[src/rtl/rflag_pkg.sv]
package rflag_pkg;
  localparam int CLASS_W = 3;
  localparam int KIND_W  = 2;

  typedef enum logic [CLASS_W-1:0] {
    EV_FAULT = 3'd0,
    EV_TRAP  = 3'd1,
    EV_HWINT = 3'd2,
    EV_SWINT = 3'd3,
    EV_IBP   = 3'd4
  } evt_class_e;

  typedef enum logic [KIND_W-1:0] {
    RK_IRET_WIDE = 2'd0,
    RK_TASK_SW   = 2'd1,
    RK_POP       = 2'd2,
    RK_IRET_OLD  = 2'd3
  } rkind_e;
endpackage

[src/rtl/rflag_state.sv]
module rflag_state
  import rflag_pkg::*;
(
  input  logic   clk,
  input  logic   rst,
  input  logic   insn_start,
  input  logic   bp_check_done,
  input  logic   retire,
  input  logic   restore_valid,
  input  rkind_e restore_kind,
  input  logic   restore_image,
  output logic   rf_q
);
  logic pend_q;
  logic armed;
  logic load;

  assign armed = pend_q | insn_start;
  assign load  = restore_valid &&
                 (restore_kind == RK_IRET_WIDE || restore_kind == RK_TASK_SW);

  always_ff @(posedge clk) begin
    if (rst) begin
      rf_q   <= 1'b0;
      pend_q <= 1'b0;
    end else if (load) begin
      rf_q   <= restore_image;
      pend_q <= 1'b0;
    end else if (armed && (bp_check_done || retire)) begin
      rf_q   <= 1'b0;
      pend_q <= 1'b0;
    end else if (insn_start) begin
      pend_q <= 1'b1;
    end
  end
endmodule

[src/rtl/rflag_bp_gate.sv]
module rflag_bp_gate (
  input  logic clk,
  input  logic rst,
  input  logic bp_check_done,
  input  logic rf,
  input  logic ibp_match,
  input  logic dbp_match,
  output logic ibp_fire,
  output logic dbp_fire
);
  always_ff @(posedge clk) begin
    if (rst || !bp_check_done) begin
      ibp_fire <= 1'b0;
      dbp_fire <= 1'b0;
    end else begin
      ibp_fire <= ibp_match & ~rf;
      dbp_fire <= dbp_match;
    end
  end
endmodule

[src/rtl/rflag_push_sel.sv]
module rflag_push_sel
  import rflag_pkg::*;
(
  input  logic       clk,
  input  logic       rst,
  input  logic       evt_valid,
  input  evt_class_e evt_class,
  input  logic       rep_string,
  input  logic       last_iter,
  input  logic       rf,
  output logic       push_rf
);
  logic mid_rep;
  logic nxt;

  assign mid_rep = rep_string & ~last_iter;

  always_comb begin
    case (evt_class)
      EV_FAULT:          nxt = 1'b1;
      EV_TRAP, EV_HWINT: nxt = mid_rep ? 1'b1 : rf;
      EV_SWINT:          nxt = 1'b0;
      default:           nxt = rf;
    endcase
  end

  always_ff @(posedge clk) begin
    if (rst)            push_rf <= 1'b0;
    else if (evt_valid) push_rf <= nxt;
  end
endmodule

[src/rtl/rflag_ctrl.sv]
module rflag_ctrl
  import rflag_pkg::*;
(
  input  logic               clk,
  input  logic               rst,
  input  logic               insn_start,
  input  logic               bp_check_done,
  input  logic               retire,
  input  logic               ibp_match,
  input  logic               dbp_match,
  input  logic               evt_valid,
  input  logic [CLASS_W-1:0] evt_class,
  input  logic               rep_string,
  input  logic               last_iter,
  input  logic               restore_valid,
  input  logic [KIND_W-1:0]  restore_kind,
  input  logic               restore_image,
  output logic               rf_live,
  output logic               bp_suppress,
  output logic               push_rf,
  output logic               ibp_fire,
  output logic               dbp_fire
);
  logic rf_q;

  rflag_state u_state (
    .clk           (clk),
    .rst           (rst),
    .insn_start    (insn_start),
    .bp_check_done (bp_check_done),
    .retire        (retire),
    .restore_valid (restore_valid),
    .restore_kind  (rkind_e'(restore_kind)),
    .restore_image (restore_image),
    .rf_q          (rf_q)
  );

  rflag_bp_gate u_gate (
    .clk           (clk),
    .rst           (rst),
    .bp_check_done (bp_check_done),
    .rf            (rf_q),
    .ibp_match     (ibp_match),
    .dbp_match     (dbp_match),
    .ibp_fire      (ibp_fire),
    .dbp_fire      (dbp_fire)
  );

  rflag_push_sel u_push (
    .clk        (clk),
    .rst        (rst),
    .evt_valid  (evt_valid),
    .evt_class  (evt_class_e'(evt_class)),
    .rep_string (rep_string),
    .last_iter  (last_iter),
    .rf         (rf_q),
    .push_rf    (push_rf)
  );

  assign rf_live     = rf_q;
  assign bp_suppress = rf_q;
endmodule

[config.mk]
export PLATFORM = sky130hd
export DESIGN_NAME = rflag_ctrl
export DESIGN_NICKNAME = d
export VERILOG_FILES = /design/src/rtl/rflag_pkg.sv /design/src/rtl/rflag_state.sv /design/src/rtl/rflag_bp_gate.sv /design/src/rtl/rflag_push_sel.sv /design/src/rtl/rflag_ctrl.sv
export SDC_FILE = /design/constraint.sdc
export NUM_CORES = 1
export LEC_CHECK = 0
export BUFFER_PORTS_ARGS = -buffer_cell sky130_fd_sc_hd__buf_2
export CAP_MARGIN = 40
export CORE_AREA = 2 2 39 41
export CTS_CLUSTER_SIZE = 30
export DETAILED_ROUTE_END_ITERATION = 16
export DIE_AREA = 0 0 41 43
export PLACE_DENSITY_LB_ADDON = 0.25
export SYNTH_ARGS = -nofsm -noshare
export SYNTH_HDL_FRONTEND = slang
export SYNTH_SLANG_ARGS = --single-unit
[constraint.sdc]
create_clock -name clk -period 1.15 [get_ports clk]
set_input_delay 0 -clock clk [delete_from_list [all_inputs] [get_ports clk]]
set_output_delay 0 -clock clk [all_outputs]
set_load 0.01 [all_outputs]
==> implementation parameters <==
Parameter                              Value

Yosys
  Sequential share of the synthesized area    0.442
  Gate count of the mapped netlist    24
  Syn. warnings    0
  Most frequent cells after synthesis    dfxtp_1 (5), nand2_1 (2), nor2_1 (2)
  Most instantiated library cell after synthesis    dfxtp_1
  Mean instance size in the synthesized netlist    9.44 um2
  Flops & latches, synth    5
  Post-synthesis adder-cell area fraction    0
  Cell taking the most area after synthesis    dfxtp_1
  Mux contribution to synthesized area    0.0442
  Synth top area share    0.442
  Nets in the synthesized netlist    41
  Netlist area before placement    226 um2
  Compound-cell area share of the yosys netlist    0.144
  Unique cell type count in the Yosys netlist    18
  Xor and xnor area share after synthesis    0
  Prevailing post-synth register cell    dfxtp_1
  Main combinational cell family by area after synthesis    simple AND/OR/NAND/NOR gates
  Number of enable flip-flop cells after synthesis    0
  Fraction of registers with async set/reset    0
  Area fraction in and, or, nand and nor cells after synthesis    0.320
  Ranking of synthesized cells by area    dfxtp_1 (44%), o41ai_2 (7.2%), and4bb_2 (5.5%)

Clocking
  Number of clock buffers inserted by TritonCTS    3
  Post-CTS setup buffer count    0
  Clk pin slew, worst setup/hold paths    0.05 ns
  TritonCTS sink count    5
  Cell chosen for the clock root    clkbuf_4
  CTS tree    yes
  Deepest clock path buffer count    2
  Clk Latency, worst-skew pair    0.24 ns
  CTS H-tree depth    1
  Hold buffers post-CTS    4
  Post_cts resized    0

Hold path
  Worst hold path type    in2reg
  Min-delay src    restore_image

Pwr
  Worst VDD drop    428 uV
  Leakage dissipation    0.206 nW
  Power density of the placed cells    1150 mW/mm2

Global route
  Global route overflow    0
  First-pass GRT wire length    897 um
  Number of global-route vias before repair    234
  Largest net degree at the start of global routing    7
  Number of antenna violations at the first check in global routing    0
  Total global routing track utilization    0.0844

STA
  Achievable Freq    1110 MHz
  Number of hold violations in the final report    0
  Worst Skew    0.00130 ns
  Final Worst Setup Slack    0.247 ns
  Least-Margin Pin Slew    0.229 ns
  RSZ-0062 raised after global routing    no
  Worst-case hold slack    0.0310 ns
  Number of failing setup endpoints in the final timing report    0
  Fin crit period    0.903 ns
  Slew Viols, Final    0
  Final period utilization    0.786
  Max_slew headroom    0.846
  Total Negative Setup Slacks    0 ns

Drt
  Initial drt markers    4
  DRC    0
  Routed wire length per instance    8.91 um
  Number of antenna-violating nets in the routed design    0
  Wire length after detailed routing    597 um
  Drt first pass iters    4
  Vias    274
  Routed via count divided by cell count    4.09

Job
  Max-capacitance violation count    0

Die
  Vertical die dimension    43 um
  Core ar.    0.00138 mm2
  Number of placed I/O pins    22
  Floorplan die width    41 um
  Cell row count    14
  Initial standard-cell utilization of the core    0.164
  Total Die Area    0.00176 mm2

Finish
  Net count, final    69
  Fraction of the core area covered by cells at the end of the flow    0.293
  Area used by multi-input combinational logic    115 um2
  Count of filler cells inserted in the layout    136
  N_diodes    0
  Area of all sequential standard cells    100 um2
  Final instance area    405 um2
  Share of layout cells above drive strength 1    0.490
  Layout-stage area growth over the synthesis result    79.0%

Setup path
  Cell type of the slowest stage on the worst timing path    dfxtp_1
  Endpoint required time on the critical path    1.30 ns
  Biggest fanout along the worst timing path    6
  Buffer and inverter count on the worst path    0
  Delay of the slowest cell on the worst path    0.41 ns
  Setup crit start kind    flip-flop
  Worst-case register-to-register setup slack    0.25 ns
  Crit path capture    u_push.push_rf
  Critical path depth    2
  Crit path kind    reg2reg
  Element type at the critical path end    flip-flop
  Critical Path Start    u_state.rf_q
  CP arrival    1.05 ns
  Cell class contributing the biggest share of worst-path delay    flip-flops
  Endpoint of the lowest-slack register-to-register path    u_push.push_rf
  FF-to-FF Start    u_state.rf_q
  Critical-path cell list    mux2i_1, o41ai_2
  Reg2reg path depth    2

Placement
  Placed standard-cell area    339 um2
  Minimum setup slack after placement    0.265 ns
  Number of input and output port buffers inserted    20
  Global placement routability congestion    0.617

Run status
  Result of the run    completed
-- report_power, final --
part           switching [mW]  total, mW  internal, mW
logic                  0.0298     0.0745        0.0447
registers             0.00360      0.184         0.180
clock network          0.0777      0.209         0.132
total                   0.111      0.468         0.357
-- layer usage --
metal	vias up	track usage	wire, um
li1	142	-	-
met2	20	0.0938	217
met5	-	0	0
met4	0	0.0600	0
met1	112	0.0968	288
met3	0	0.0785	92
-- placed cells by master, fill, tap and decap left out --
master         Yosys  final
dlygate4sd3_1      0      4
and4bb_2           1      1
nor3_1             1      1
buf_2              0     20
clkbuf_4           0      3
o41ai_2            1      1
clkbuf_1           0      1
nor2b_1            1      1
inv_1              1      1
and3b_1            1      1
nand3b_1           1      1
mux2i_1            1      1
nor4_1             1      1
nand2b_1           1      1
dfxtp_1            5      5
nor2_1             2      2
o21ai_0            1      1
nand2_1            2      2
o22ai_1            1      1
nand3_1            1      1
a21oi_1            1      1
-- registers in the layout, indices dropped and copies added (netlist names) --
signal           cells
u_gate.dbp_fire      1
u_gate.ibp_fire      1
u_push.push_rf       1
u_state.pend_q       1
u_state.rf_q         1
-- stage by stage --
stage / std cells / power (mW)
after floorplan: 24 / 0.214
after global placement: 59 / 0.252
after detailed placement: 59 / 0.252
after CTS: 67 / 0.483
after global routing: 67 / 0.507
final: 67 / 0.468
-- worst min path at each step --
stage	slack, ns	endpoint	cells past startpoint
2_1_floorplan	0.07	u_state.rf_q	1
3_3_place_gp	0.18	u_state.pend_q	2
3_5_place_dp	0.18	u_state.pend_q	2
4_1_cts	0.02	u_state.rf_q	3
5_1_grt	0.04	u_gate.ibp_fire	2
6_report	0.03	u_state.rf_q	3
-- worst min-delay path, cell delays in order --
cell      delay (ns)
buf_2           0.09
nand3b_1        0.07
a21oi_1         0.06
-- logic make-up after synthesis --
group | after synthesis
mux | 1
simple gates | 12
buf+inv | 2
compound gates | 4
flops | 5
-- cell type report --
cell class / count / share of cell area
repair buffers: 24 / 0.346
inverters: 1 / 0.00926
multi-input cells: 17 / 0.284
well taps: 16 / 0.0494
flip-flops and latches: 5 / 0.247
clock buffers: 4 / 0.0648
Power figures use the tool's default switching activity.
